==> src/rtl/cfg_sel_pkg.sv <==
package cfg_sel_pkg;
  typedef enum logic {ST_IDLE, ST_SCAN} scan_st_e;
endpackage

==> src/rtl/cfg_table.sv <==
module cfg_table #(
  parameter int N_ENTRIES = 16,
  parameter int IDX_W     = 4,
  parameter int CFG_W     = 4,
  parameter int FREQ_W    = 3,
  parameter int PWR_W     = 12,
  parameter int THR_W     = 12,
  parameter int ACC_W     = 10
) (
  input  logic              clk_i,
  input  logic              rst_ni,
  input  logic              wr_en_i,
  input  logic [IDX_W-1:0]  wr_idx_i,
  input  logic [CFG_W-1:0]  wr_cfg_i,
  input  logic [FREQ_W-1:0] wr_freq_i,
  input  logic [PWR_W-1:0]  wr_pwr_i,
  input  logic [THR_W-1:0]  wr_thr_i,
  input  logic [ACC_W-1:0]  wr_acc_i,
  input  logic [IDX_W-1:0]  rd_idx_i,
  output logic [CFG_W-1:0]  rd_cfg_o,
  output logic [FREQ_W-1:0] rd_freq_o,
  output logic [PWR_W-1:0]  rd_pwr_o,
  output logic [THR_W-1:0]  rd_thr_o,
  output logic [ACC_W-1:0]  rd_acc_o
);
  logic [CFG_W-1:0]  cfg_q  [N_ENTRIES];
  logic [FREQ_W-1:0] freq_q [N_ENTRIES];
  logic [PWR_W-1:0]  pwr_q  [N_ENTRIES];
  logic [THR_W-1:0]  thr_q  [N_ENTRIES];
  logic [ACC_W-1:0]  acc_q  [N_ENTRIES];

  for (genvar g = 0; g < N_ENTRIES; g++) begin : g_ent
    always_ff @(posedge clk_i or negedge rst_ni) begin
      if (!rst_ni) begin
        cfg_q[g]  <= '0;
        freq_q[g] <= '0;
        pwr_q[g]  <= '0;
        thr_q[g]  <= '0;
        acc_q[g]  <= '0;
      end else if (wr_en_i && wr_idx_i == IDX_W'(g)) begin
        cfg_q[g]  <= wr_cfg_i;
        freq_q[g] <= wr_freq_i;
        pwr_q[g]  <= wr_pwr_i;
        thr_q[g]  <= wr_thr_i;
        acc_q[g]  <= wr_acc_i;
      end
    end
  end

  assign rd_cfg_o  = cfg_q[rd_idx_i];
  assign rd_freq_o = freq_q[rd_idx_i];
  assign rd_pwr_o  = pwr_q[rd_idx_i];
  assign rd_thr_o  = thr_q[rd_idx_i];
  assign rd_acc_o  = acc_q[rd_idx_i];
endmodule

==> src/rtl/elig_filter.sv <==
module elig_filter #(
  parameter int THR_W = 12,
  parameter int ACC_W = 10
) (
  input  logic             active_i,
  input  logic [THR_W-1:0] thr_i,
  input  logic [ACC_W-1:0] acc_i,
  input  logic [THR_W-1:0] min_thr_i,
  input  logic [ACC_W-1:0] min_acc_i,
  output logic             elig_o
);
  // floors are inclusive
  assign elig_o = active_i && (thr_i >= min_thr_i) && (acc_i >= min_acc_i);
endmodule

==> src/rtl/min_tracker.sv <==
module min_tracker #(
  parameter int IDX_W = 4,
  parameter int PWR_W = 12,
  parameter int PAY_W = 7
) (
  input  logic             clk_i,
  input  logic             rst_ni,
  input  logic             clr_i,
  input  logic             cand_vld_i,
  input  logic [IDX_W-1:0] cand_idx_i,
  input  logic [PWR_W-1:0] cand_pwr_i,
  input  logic [PAY_W-1:0] cand_pay_i,
  output logic             nxt_found_o,
  output logic [PWR_W-1:0] nxt_pwr_o,
  output logic [PAY_W-1:0] nxt_pay_o
);
  logic             found_q;
  logic [IDX_W-1:0] best_idx_q, nxt_idx;
  logic [PWR_W-1:0] best_pwr_q;
  logic [PAY_W-1:0] best_pay_q;
  logic             take;

  // strict compare keeps the earlier index on equal power
  assign take        = cand_vld_i && (!found_q || cand_pwr_i < best_pwr_q);
  assign nxt_found_o = found_q || cand_vld_i;
  assign nxt_idx     = take ? cand_idx_i : best_idx_q;
  assign nxt_pwr_o   = take ? cand_pwr_i : best_pwr_q;
  assign nxt_pay_o   = take ? cand_pay_i : best_pay_q;

  always_ff @(posedge clk_i or negedge rst_ni) begin
    if (!rst_ni) begin
      found_q    <= 1'b0;
      best_idx_q <= '0;
      best_pwr_q <= '0;
      best_pay_q <= '0;
    end else if (clr_i) begin
      found_q    <= 1'b0;
    end else begin
      found_q    <= nxt_found_o;
      best_idx_q <= nxt_idx;
      best_pwr_q <= nxt_pwr_o;
      best_pay_q <= nxt_pay_o;
    end
  end

  assert_tie_keeps_lower_R3: assert property (@(posedge clk_i) disable iff (!rst_ni)
    found_q && !clr_i && cand_vld_i && cand_pwr_i == best_pwr_q |=> $stable(best_idx_q));

  assert_running_min_R2: assert property (@(posedge clk_i) disable iff (!rst_ni)
    found_q && !clr_i |=> found_q && best_pwr_q <= $past(best_pwr_q));
endmodule

==> src/rtl/scan_ctrl.sv <==
module scan_ctrl
  import cfg_sel_pkg::*;
#(
  parameter int N_ENTRIES = 16,
  parameter int IDX_W     = 4,
  parameter int LEN_W     = 5
) (
  input  logic             clk_i,
  input  logic             rst_ni,
  input  logic             trig_i,
  input  logic             len_we_i,
  input  logic [LEN_W-1:0] len_i,
  output logic             accept_o,
  output logic             scan_o,
  output logic             last_o,
  output logic             empty_o,
  output logic [IDX_W-1:0] idx_o
);
  localparam logic [LEN_W-1:0] LenMax = LEN_W'(N_ENTRIES);

  scan_st_e         st_q;
  logic [IDX_W-1:0] idx_q;
  logic [LEN_W-1:0] len_q;

  assign scan_o   = (st_q == ST_SCAN);
  assign accept_o = (st_q == ST_IDLE) && trig_i;
  assign empty_o  = accept_o && (len_q == '0);
  assign last_o   = scan_o && (LEN_W'(idx_q) + LEN_W'(1) >= len_q);
  assign idx_o    = idx_q;

  always_ff @(posedge clk_i or negedge rst_ni) begin
    if (!rst_ni) begin
      st_q  <= ST_IDLE;
      idx_q <= '0;
    end else if (accept_o && !empty_o) begin
      st_q  <= ST_SCAN;
      idx_q <= '0;
    end else if (last_o) begin
      st_q  <= ST_IDLE;
    end else if (scan_o) begin
      idx_q <= idx_q + IDX_W'(1);
    end
  end

  // length is frozen during a walk
  always_ff @(posedge clk_i or negedge rst_ni) begin
    if (!rst_ni) len_q <= '0;
    else if (len_we_i && !scan_o) len_q <= (len_i > LenMax) ? LenMax : len_i;
  end

  assert_idx_in_len_R8: assert property (@(posedge clk_i) disable iff (!rst_ni)
    scan_o |-> LEN_W'(idx_q) < len_q);

  assert_len_clamped_R8: assert property (@(posedge clk_i) disable iff (!rst_ni)
    len_q <= LenMax);

  assert_scan_starts_at_zero_R6: assert property (@(posedge clk_i) disable iff (!rst_ni)
    accept_o && len_q != '0 |=> scan_o && idx_q == '0);

  assert_len_frozen_R8: assert property (@(posedge clk_i) disable iff (!rst_ni)
    scan_o |=> $stable(len_q));
endmodule

==> src/rtl/cfg_selector.sv <==
module cfg_selector
  import cfg_sel_pkg::*;
#(
  parameter int N_ENTRIES = 16,
  parameter int CFG_W     = 4,
  parameter int FREQ_W    = 3,
  parameter int PWR_W     = 12,
  parameter int THR_W     = 12,
  parameter int ACC_W     = 10,
  parameter int IDX_W     = (N_ENTRIES > 1) ? $clog2(N_ENTRIES) : 1,
  parameter int LEN_W     = $clog2(N_ENTRIES + 1)
) (
  input  logic              clk_i,
  input  logic              rst_ni,
  input  logic              wr_en_i,
  input  logic [IDX_W-1:0]  wr_idx_i,
  input  logic [CFG_W-1:0]  wr_cfg_i,
  input  logic [FREQ_W-1:0] wr_freq_i,
  input  logic [PWR_W-1:0]  wr_pwr_i,
  input  logic [THR_W-1:0]  wr_thr_i,
  input  logic [ACC_W-1:0]  wr_acc_i,
  input  logic              len_we_i,
  input  logic [LEN_W-1:0]  len_i,
  input  logic              start_i,
  input  logic [THR_W-1:0]  min_thr_i,
  input  logic [ACC_W-1:0]  min_acc_i,
  input  logic [PWR_W-1:0]  pwr_cap_i,
  input  logic              pwr_cap_en_i,
  output logic [CFG_W-1:0]  cfg_o,
  output logic [FREQ_W-1:0] freq_o,
  output logic              valid_o,
  output logic              no_sol_o
);
  localparam int PAY_W = CFG_W + FREQ_W;

  logic [THR_W-1:0]  thr_q;
  logic [ACC_W-1:0]  acc_q;
  logic [PWR_W-1:0]  cap_q;
  logic              cap_en_q;
  logic              trig, accept, scan, last, empty, elig, fin, ok, done_q;
  logic [IDX_W-1:0]  idx;
  logic [CFG_W-1:0]  rd_cfg;
  logic [FREQ_W-1:0] rd_freq;
  logic [PWR_W-1:0]  rd_pwr, nxt_pwr, sel_pwr_q;
  logic [THR_W-1:0]  rd_thr;
  logic [ACC_W-1:0]  rd_acc;
  logic              nxt_found;
  logic [PAY_W-1:0]  nxt_pay;

  assign trig = start_i || (min_thr_i != thr_q) || (min_acc_i != acc_q) ||
                (pwr_cap_i != cap_q) || (pwr_cap_en_i != cap_en_q);

  always_ff @(posedge clk_i or negedge rst_ni) begin
    if (!rst_ni) begin
      thr_q    <= '0;
      acc_q    <= '0;
      cap_q    <= '0;
      cap_en_q <= 1'b0;
    end else if (accept) begin
      thr_q    <= min_thr_i;
      acc_q    <= min_acc_i;
      cap_q    <= pwr_cap_i;
      cap_en_q <= pwr_cap_en_i;
    end
  end

  scan_ctrl #(.N_ENTRIES(N_ENTRIES), .IDX_W(IDX_W), .LEN_W(LEN_W)) i_scan_ctrl (
    .clk_i, .rst_ni, .trig_i(trig), .len_we_i, .len_i,
    .accept_o(accept), .scan_o(scan), .last_o(last), .empty_o(empty), .idx_o(idx)
  );

  cfg_table #(
    .N_ENTRIES(N_ENTRIES), .IDX_W(IDX_W), .CFG_W(CFG_W), .FREQ_W(FREQ_W),
    .PWR_W(PWR_W), .THR_W(THR_W), .ACC_W(ACC_W)
  ) i_cfg_table (
    .clk_i, .rst_ni, .wr_en_i, .wr_idx_i, .wr_cfg_i, .wr_freq_i, .wr_pwr_i,
    .wr_thr_i, .wr_acc_i, .rd_idx_i(idx), .rd_cfg_o(rd_cfg), .rd_freq_o(rd_freq),
    .rd_pwr_o(rd_pwr), .rd_thr_o(rd_thr), .rd_acc_o(rd_acc)
  );

  elig_filter #(.THR_W(THR_W), .ACC_W(ACC_W)) i_elig_filter (
    .active_i(scan), .thr_i(rd_thr), .acc_i(rd_acc),
    .min_thr_i(thr_q), .min_acc_i(acc_q), .elig_o(elig)
  );

  min_tracker #(.IDX_W(IDX_W), .PWR_W(PWR_W), .PAY_W(PAY_W)) i_min_tracker (
    .clk_i, .rst_ni, .clr_i(accept), .cand_vld_i(elig), .cand_idx_i(idx),
    .cand_pwr_i(rd_pwr), .cand_pay_i({rd_cfg, rd_freq}),
    .nxt_found_o(nxt_found), .nxt_pwr_o(nxt_pwr), .nxt_pay_o(nxt_pay)
  );

  // ceiling applies to the winner only
  assign fin = last || empty;
  assign ok  = last && nxt_found && (!cap_en_q || nxt_pwr <= cap_q);

  always_ff @(posedge clk_i or negedge rst_ni) begin
    if (!rst_ni) begin
      cfg_o     <= '0;
      freq_o    <= '0;
      sel_pwr_q <= '0;
      valid_o   <= 1'b0;
      no_sol_o  <= 1'b0;
      done_q    <= 1'b0;
    end else begin
      done_q <= fin;
      if (fin) begin
        valid_o  <= ok;
        no_sol_o <= !ok;
        if (ok) begin
          {cfg_o, freq_o} <= nxt_pay;
          sel_pwr_q       <= nxt_pwr;
        end
      end
    end
  end

  assert_flags_exclusive_R5: assert property (@(posedge clk_i) disable iff (!rst_ni)
    !(valid_o && no_sol_o));

  assert_under_cap_R4: assert property (@(posedge clk_i) disable iff (!rst_ni)
    done_q && valid_o && cap_en_q |-> sel_pwr_q <= cap_q);

  assert_hold_on_nosol_R5: assert property (@(posedge clk_i) disable iff (!rst_ni)
    $rose(no_sol_o) |-> $stable(cfg_o) && $stable(freq_o));

  assert_idle_hold_R7: assert property (@(posedge clk_i) disable iff (!rst_ni)
    !scan && !accept |=> $stable(cfg_o) && $stable(freq_o) && $stable(valid_o));
endmodule

==> config.mk <==
export PLATFORM = sky130hd
export DESIGN_NAME = cfg_selector
export DESIGN_NICKNAME = d
export VERILOG_FILES = /design/src/rtl/cfg_sel_pkg.sv /design/src/rtl/cfg_table.sv /design/src/rtl/elig_filter.sv /design/src/rtl/min_tracker.sv /design/src/rtl/scan_ctrl.sv /design/src/rtl/cfg_selector.sv
export SDC_FILE = /design/constraint.sdc
export NUM_CORES = 1
export LEC_CHECK = 0
export ABC_CLOCK_PERIOD_IN_PS = 15600
export BUFFER_PORTS_ARGS = -buffer_cell sky130_fd_sc_hd__buf_2
export CAP_MARGIN = 15
export CORE_MARGIN = 1.5
export CORE_UTILIZATION = 55
export CTS_BUF_LIST = sky130_fd_sc_hd__clkbuf_4
export CTS_CLUSTER_SIZE = 8
export DETAILED_ROUTE_END_ITERATION = 16
export GPL_TIMING_DRIVEN = 0
export PLACE_DENSITY = 0.79
export SETUP_SLACK_MARGIN = 0.05
export SLEW_MARGIN = 20
export SYNTH_ARGS = -nofsm -noshare
export SYNTH_HDL_FRONTEND = slang
export SYNTH_SLANG_ARGS = --single-unit
==> constraint.sdc <==
create_clock -name clk_i -period 15.6 [get_ports clk_i]
set_input_delay 0.78 -clock clk_i [delete_from_list [all_inputs] [get_ports clk_i]]
set_output_delay 0.78 -clock clk_i [all_outputs]
set_load 0.05 [all_outputs]
==> results.txt, run 1 <==
status = completed
CP cell instances = buf_2 > buf_2 > clkbuf_1 > clkbuf_1 > mux4_2 > mux4_2 > ha_1 > nand2_1 > o21ai_0 > a21oi_1 > o311ai_1 > nand4_1 > buf_6 > buf_2 > mux2_1 > ha_1 > nor2b_1 > o21a_1 > o21a_1 > o21bai_1 > a31oi_1 > a211oi_4 > mux2_2
max-slew violations = 0
sw power = 2.30 mW
Worst Hold End = thr_q[4]
area of the die = 0.0629 sq mm
Worst-Margin Slew = 1.20 ns
Max IR drop VDD = 90.0 uV
Reg power frac = 38.8%
Clock power frac = 23.4%
antenna viol nets, final = 0
Clock Tree Buf Depth = 3
first-pass GRT wire length = 137,000 um
# rows = 90
f_max = 0.120 GHz
Die X = 251 um
GP Congestion = 0.898
Pwr Density = 178 mW/mm^2
Max-cap violations = 0
Final min period = 8.37 ns
combinational fraction of design power = 37.8%
DIE HEIGHT = 251 um
Slew headroom = 19.8%
GRT Total Usage = 29.7%
TritonCTS clock tree = yes
Slowest cell on crit path = clkbuf_1
Setup CP Type = reg -> reg
Net Count, Synth = 2,295
Post-Syn Area = 0.0338 sq mm
total gr overflow = 0
final hold slack = 0.0506 ns
share of flip-flops with an asynchronous set or reset = 100%
vias in the first global route = 22,600
Design Area, Final = 0.0383 sq mm
CP max stage delay = 0.95 ns
Hold Startpoint = min_thr_i[4]
Core ar. = 0.0605 sq mm
hold path depth = 3
layout cell share with drive strength beyond 1 = 49.7%
Clock Sinks = 730
worst-path fanout max = 10
H-tree depth = 4
EDFF count, synth = 0
placed cell area = 0.0355 sq mm
sequential fraction of the synthesis area = 54.1%
reg2reg setup slack = 7.23 ns
PortBufs = 98
final wirelength = 89,700 um
Final #Nets = 2,646
via count = 21,000
Syn Inst Count = 2,154
Tightest Hold Check Type = in -> reg
TritonCTS Buffers = 186
Most used DFF post-synth = dfrtp_1
post-DP HPWL = 59,200 um
io pins = 99
Reg-to-Reg End = cfg_o[3]
commonest non-fill, non-tap cell in the layout = dfrtp_1
largest net degree at the start of global routing = 107
Fin. Hold Viols = 0
routed wire length per instance = 26.4 um
final setup fails = 0
CP arrival = 9.29 ns
antenna violations before repair = 6
Area Growth Syn to Fin = 13.4%
internal power = 4.51 mW
Worst Skew = 0.0502 ns
Syn Area/Cell = 15.7 sq um
most frequent cells in the layout = dfrtp_1 (730), mux2_2 (667), clkbuf_4 (264), mux4_2 (204), buf_2 (119)
post-synthesis sequential element count = 730
Req. time, crit path = 16.53 ns
Vias/cell = 6.17
Top cell by count, worst path = buf_2
post-synth cell types = 46
Syn. warnings = 0
worst-skew pair later-pin latency = 1.07 ns
DR pass1 iterations = 7
final worst-path cycle share = 53.6%
Initial Util = 55.8%
clock root buffer = clkbuf_4
RSZ-0062 raised after global routing = no
endpoint class of the critical path = flop
Worst R2R Path Depth = 23
Worst R2R Start = i_scan_ctrl.idx_o[1]
CTS clk-pin slew, worst paths = 0.07 ns
detailed-route DRC error count = 0
DR iter-0 viols = 1,805
CP startpoint kind = flop
Resized Gates After CTS = 0
Net Sw Frac = 33.8%
P_leak = 16.7 nW
## cell type report
| cell class | count | area [sq um] |
|---|---|---|
| Fill cell | 4305 | 22200 |
| Sequential cell | 730 | 18300 |
| Multi-Input combinational cell | 1202 | 14600 |
| Clock buffer | 264 | 1980 |
| Timing Repair Buffer | 163 | 1290 |
| Tap cell | 782 | 978 |
| Buffer | 169 | 698 |
| Clock inverter | 37 | 255 |
| Inverter | 53 | 199 |
| Antenna cell | 4 | 10.0 |
## metrics by stage
| step | setup TNS, ns | utilization, % | setup slack, ns | power (mW) | cells |
|---|---|---|---|---|---|
| detailed placement | 0 | 58.7 | 7.36 | 5.21 | 3042 |
| global placement | -414.61 | 58.3 | -0.676 | 5.06 | 3034 |
| global route | 0 | 63.3 | 7.05 | 7.17 | 3403 |
| floorplan | 0 | - | 9.48 | 4.42 | 2154 |
| CTS | 0 | 63.3 | 7.34 | 6.82 | 3399 |
| finish | 0 | 63.3 | 7.23 | 6.81 | 3404 |
## worst max-delay path: cells and delay by family, from the launching register on
kind                       cells  cell delay, ns
adders and majority gates      2            0.60
AOI/OAI and AO/OA              8            2.04
DFF                            1            0.39
and+or+nand+nor                3            0.61
muxes                          4            1.70
buffers and inverters          6            2.89
## what timing repair did
action	4_1_cts	5_1_grt
endpoints found under the hold margin	169	0
buffers inserted	0	0
hold buffers	56	0
## state kept, by name (all words and copies together) (netlist names), 3 cells and up
name                      cells
cap_q                        12
i_cfg_table.freq_q           48
i_min_tracker.best_pay_q      7
i_min_tracker.best_pwr_q     12
i_cfg_table.thr_q           192
i_cfg_table.cfg_q            64
thr_q                        12
i_cfg_table.acc_q           160
i_scan_ctrl.len_q             5
i_cfg_table.pwr_q           192
cfg_o                         4
i_scan_ctrl.idx_o             4
freq_o                        3
acc_q                        10
## cells by family after synthesis
group	count (synthesis)	share of synthesized area, %
fa+ha+maj	51	1.89
simple gates	120	1.72
flops	730	54.1
xor+xnor	38	0.986
mux	906	37.1
buf+inv	222	2.63
compound gates	87	1.56
## power by group through the flow
stage                     logic, mW  clock network, mW  registers, mW
after global placement         2.43                  0           2.63
after global routing           2.75               1.72           2.70
final                          2.57               1.60           2.65
after detailed placement       2.54                  0           2.67
after CTS                      2.56               1.62           2.64
after floorplan                1.80                  0           2.62
## worst max path at each step
stage                               from                     end
floorplan           i_scan_ctrl.idx_o[0]                cfg_o[3]
global placement                  rst_ni  i_cfg_table.acc_q[112]
detailed placement  i_scan_ctrl.idx_o[1]                cfg_o[3]
CTS                 i_scan_ctrl.idx_o[1]                cfg_o[3]
global route        i_scan_ctrl.idx_o[1]                cfg_o[3]
finish              i_scan_ctrl.idx_o[1]                cfg_o[3]
## cell usage after synthesis (10+ instances only)
cell type,count,area [sq um]
dfrtp_1,730,18300
mux2_2,667,7510
mux4_2,204,4590
clkbuf_1,118,443
inv_1,53,199
ha_1,51,638
nand2_1,48,180
o21ai_0,43,215
xnor2_1,28,245
buf_1,25,93.8
buf_2,21,105
mux2_1,21,236
nor2_1,18,67.6
nand4_1,14,87.6
a21oi_1,13,65.1
nand2b_1,12,75.1
mux2_4,10,150
xor2_1,10,87.6
## routing by layer
| layer | vias up | track usage [%] | routed length (um) |
|---|---|---|---|
| li1 | 8787 | - | - |
| met1 | 11100 | 39.1 | 36400 |
| met2 | 878 | 45.8 | 42700 |
| met3 | 187 | 8.87 | 7570 |
| met4 | 8 | 13.5 | 2970 |
| met5 | - | 1.39 | 166 |
Note: power is estimated with default switching activity, not from simulation.
==> run 2: changes to the inputs <==
Settings changed: ABC_CLOCK_PERIOD_IN_PS 15600 to 7800.
Clock period 15.6 ns to 7.8 ns, I/O delays scaled along.
==> run 2 against run 1 <==
  * Setup slack worse by 6.9 ns
  * Combinational power up 100%
  * Via count up 0.66%
  * Critical path type unchanged
  * Critical endpoint unchanged
==> results.txt, run 2 (synthesis results as in run 1) <==
Final min period = 7.43 ns (-0.941 ns)
final worst-path cycle share = 95.2% (+42 points)
CTS clk-pin slew, worst paths = 0.07 ns (about the same)
Clock Sinks = 730 (unchanged)
commonest non-fill, non-tap cell in the layout = dfrtp_1
internal power = 9.05 mW (+100%)
TritonCTS Buffers = 186 (unchanged)
vias in the first global route = 22,900 (+1.2%)
dpl ws = -0.437 ns (-7.80 ns)
Req. time, crit path = 8.73 ns (-7.80 ns)
endpoint class of the critical path = flop
GRT Total Usage = 29.9% (+0.13 points)
final setup fails = 0 (unchanged)
DR iter-0 viols = 1,743 (-3.4%)
worst-path fanout max = 10 (unchanged)
reg2reg setup slack = 0.37 ns (-6.86 ns)
CP startpoint kind = flop
final wirelength = 90,100 um (+0.42%)
Area Growth Syn to Fin = 14.8%
combinational fraction of design power = 37.9% (about the same)
GP Congestion = 0.898 (unchanged)
PortBufs = 98 (unchanged)
Max IR drop VDD = 200 uV (+120%)
antenna violations before repair = 3 (-3)
f_max = 0.135 GHz (+13%)
area of the die = 0.0629 sq mm (unchanged)
max-slew violations = 0 (unchanged)
post-DP HPWL = 59,200 um (unchanged)
DR pass1 iterations = 7 (unchanged)
H-tree depth = 4 (unchanged)
grt met3 use = 9.17% (+0.30 points)
first-pass GRT wire length = 138,000 um (+0.66%)
RSZ-0062 raised after global routing = no
Regs by FF count = i_cfg_table.pwr_q (192), i_cfg_table.thr_q (192), i_cfg_table.acc_q (160)
Fin. Hold Viols = 0 (unchanged)
gr busiest metal = met2
CP arrival = 8.36 ns (-0.93 ns)
final worst slack = 0.374 ns (-6.86 ns)
largest net degree at the start of global routing = 107 (unchanged)
status = completed
DIE HEIGHT = 251 um (unchanged)
Worst Skew = 0.0511 ns (+0.000833 ns)
Core ar. = 0.0605 sq mm (unchanged)
layout cell share with drive strength beyond 1 = 49.5% (-0.15 points)
antenna viol nets, final = 0 (unchanged)
Vias/cell = 6.13 (-0.57%)
grt met1 use = 39.3% (+0.13 points)
P_leak = 16.9 nW (+1.4%)
sw power = 4.61 mW (+100%)
Tightest Hold Check Type = in -> reg
Clock power frac = 23.4% (about the same)
Final #Nets = 2,686 (+1.5%)
detailed-route DRC error count = 0 (unchanged)
met2 usage = 46.5% (+0.75 points)
Max-cap violations = 0 (unchanged)
routed wire length per instance = 26.2 um (-0.81%)
Net Sw Frac = 33.7% (-0.091 points)
Setup CP Type = reg -> reg
Die X = 251 um (unchanged)
# rows = 90 (unchanged)
Pwr Density = 352 mW/mm^2 (+98%)
Slew headroom = 20.6% (+0.77 points)
most frequent cells in the layout = dfrtp_1 (730), mux2_2 (667), clkbuf_4 (269), mux4_2 (204), buf_2 (114)
Clock Tree Buf Depth = 3 (unchanged)
io pins = 99 (unchanged)
total gr overflow = 0 (unchanged)
Worst-Margin Slew = 1.19 ns (-0.0115 ns)
Initial Util = 55.8% (unchanged)
clock root buffer = clkbuf_4
utilization after layout = 64.1% (+0.78 points)
via count = 21,100 (+0.66%)
worst-skew pair later-pin latency = 1.07 ns (about the same)
Reg power frac = 38.7% (about the same)
TritonCTS clock tree = yes
run 2: cell count changes in the layout (fill, tap and decap cells not counted), sizes merged:
cell	delta
diode	+2
buf	-3
clkbuf	+3
clkdlybuf4s15	+1
dlygate4sd3	+39
run 2: metal layers:
metal | part of all wire [%] | up-vias
li1 | - | 8856
met1 | 40 | 11300
met2 | 48 | 830
met3 | 8.6 | 187
met4 | 3.0 | 2
met5 | 0.013 | -
run 2: worst max-delay path, stage by stage, from the launching register on:
cell	delay, ns
dfrtp_1	0.39
buf_2	0.31
buf_2	0.46
clkbuf_2	0.44
clkbuf_2	0.53
mux4_2	0.40
mux4_2	0.52
ha_1	0.31
nand2_1	0.05
o21ai_0	0.15
a21oi_1	0.09
o311ai_1	0.44
nand4_1	0.43
buf_6	0.31
buf_2	0.23
mux2_1	0.36
ha_1	0.29
nor2b_1	0.13
o21a_1	0.16
o21a_1	0.16
o21bai_1	0.12
a31oi_1	0.19
a211oi_4	0.29
buf_12	0.19
mux2_2	0.34
run 2: per-stage QoR:
| step | hold WS, ns | std cells | total power [mW] | area (sq um) | TNS (ns) |
|---|---|---|---|---|---|
| floorplan | 0.0944 | 2154 | 8.84 | 33800 | 0 |
| global placement | 0.454 | 3034 | 10.1 | 35200 | -5828.93 |
| detailed placement | 0.303 | 3042 | 10.4 | 35500 | -2.94 |
| CTS | 0.0799 | 3440 | 13.7 | 38700 | 0 |
| global route | 0.138 | 3446 | 14.4 | 38800 | 0 |
| finish | 0.163 | 3446 | 13.7 | 38800 | 0 |
run 2: final cells by class:
| class | count | area [sq um] |
|---|---|---|
| plain buffers | 167 | 726 |
| repair buffers | 205 | 1730 |
| fillers | 4274 | 21700 |
| flip-flops and latches | 730 | 18300 |
| clock inverters | 37 | 255 |
| multi-input cells | 1202 | 14600 |
| well taps | 782 | 978 |
| clock buffers | 264 | 1980 |
| diodes | 6 | 15.0 |
| inverters | 53 | 199 |
run 2: repair_timing:
item	in CTS	in global routing
resized for setup	7	26
hold buffers	96	0
pin swaps	1	0
setup endpoints to repair	9	7
setup buffers	1	0
hold endpoints to repair	822	0
run 2: worst paths after layout:
path / startpoint / end / cells past startpoint
worst max-delay path: i_scan_ctrl.idx_o[1] / cfg_o[3] / 24
worst min-delay path: min_acc_i[3] / acc_q[3] / 4
worst max register to register: i_scan_ctrl.idx_o[1] / cfg_o[3] / 24
worst min register to register: valid_o / valid_o / 1
max in group asynchronous: rst_ni / i_cfg_table.thr_q[148] / 6
min in group asynchronous: rst_ni / i_cfg_table.cfg_q[40] / 4
run 2: power groups by stage:
stage	logic (mW)	registers (mW)	clock network, mW
6_report	5.18	5.29	3.19
5_1_grt	5.54	5.40	3.45
4_1_cts	5.16	5.27	3.24
3_5_place_dp	5.07	5.34	0
3_3_place_gp	4.87	5.26	0
2_1_floorplan	3.61	5.23	0
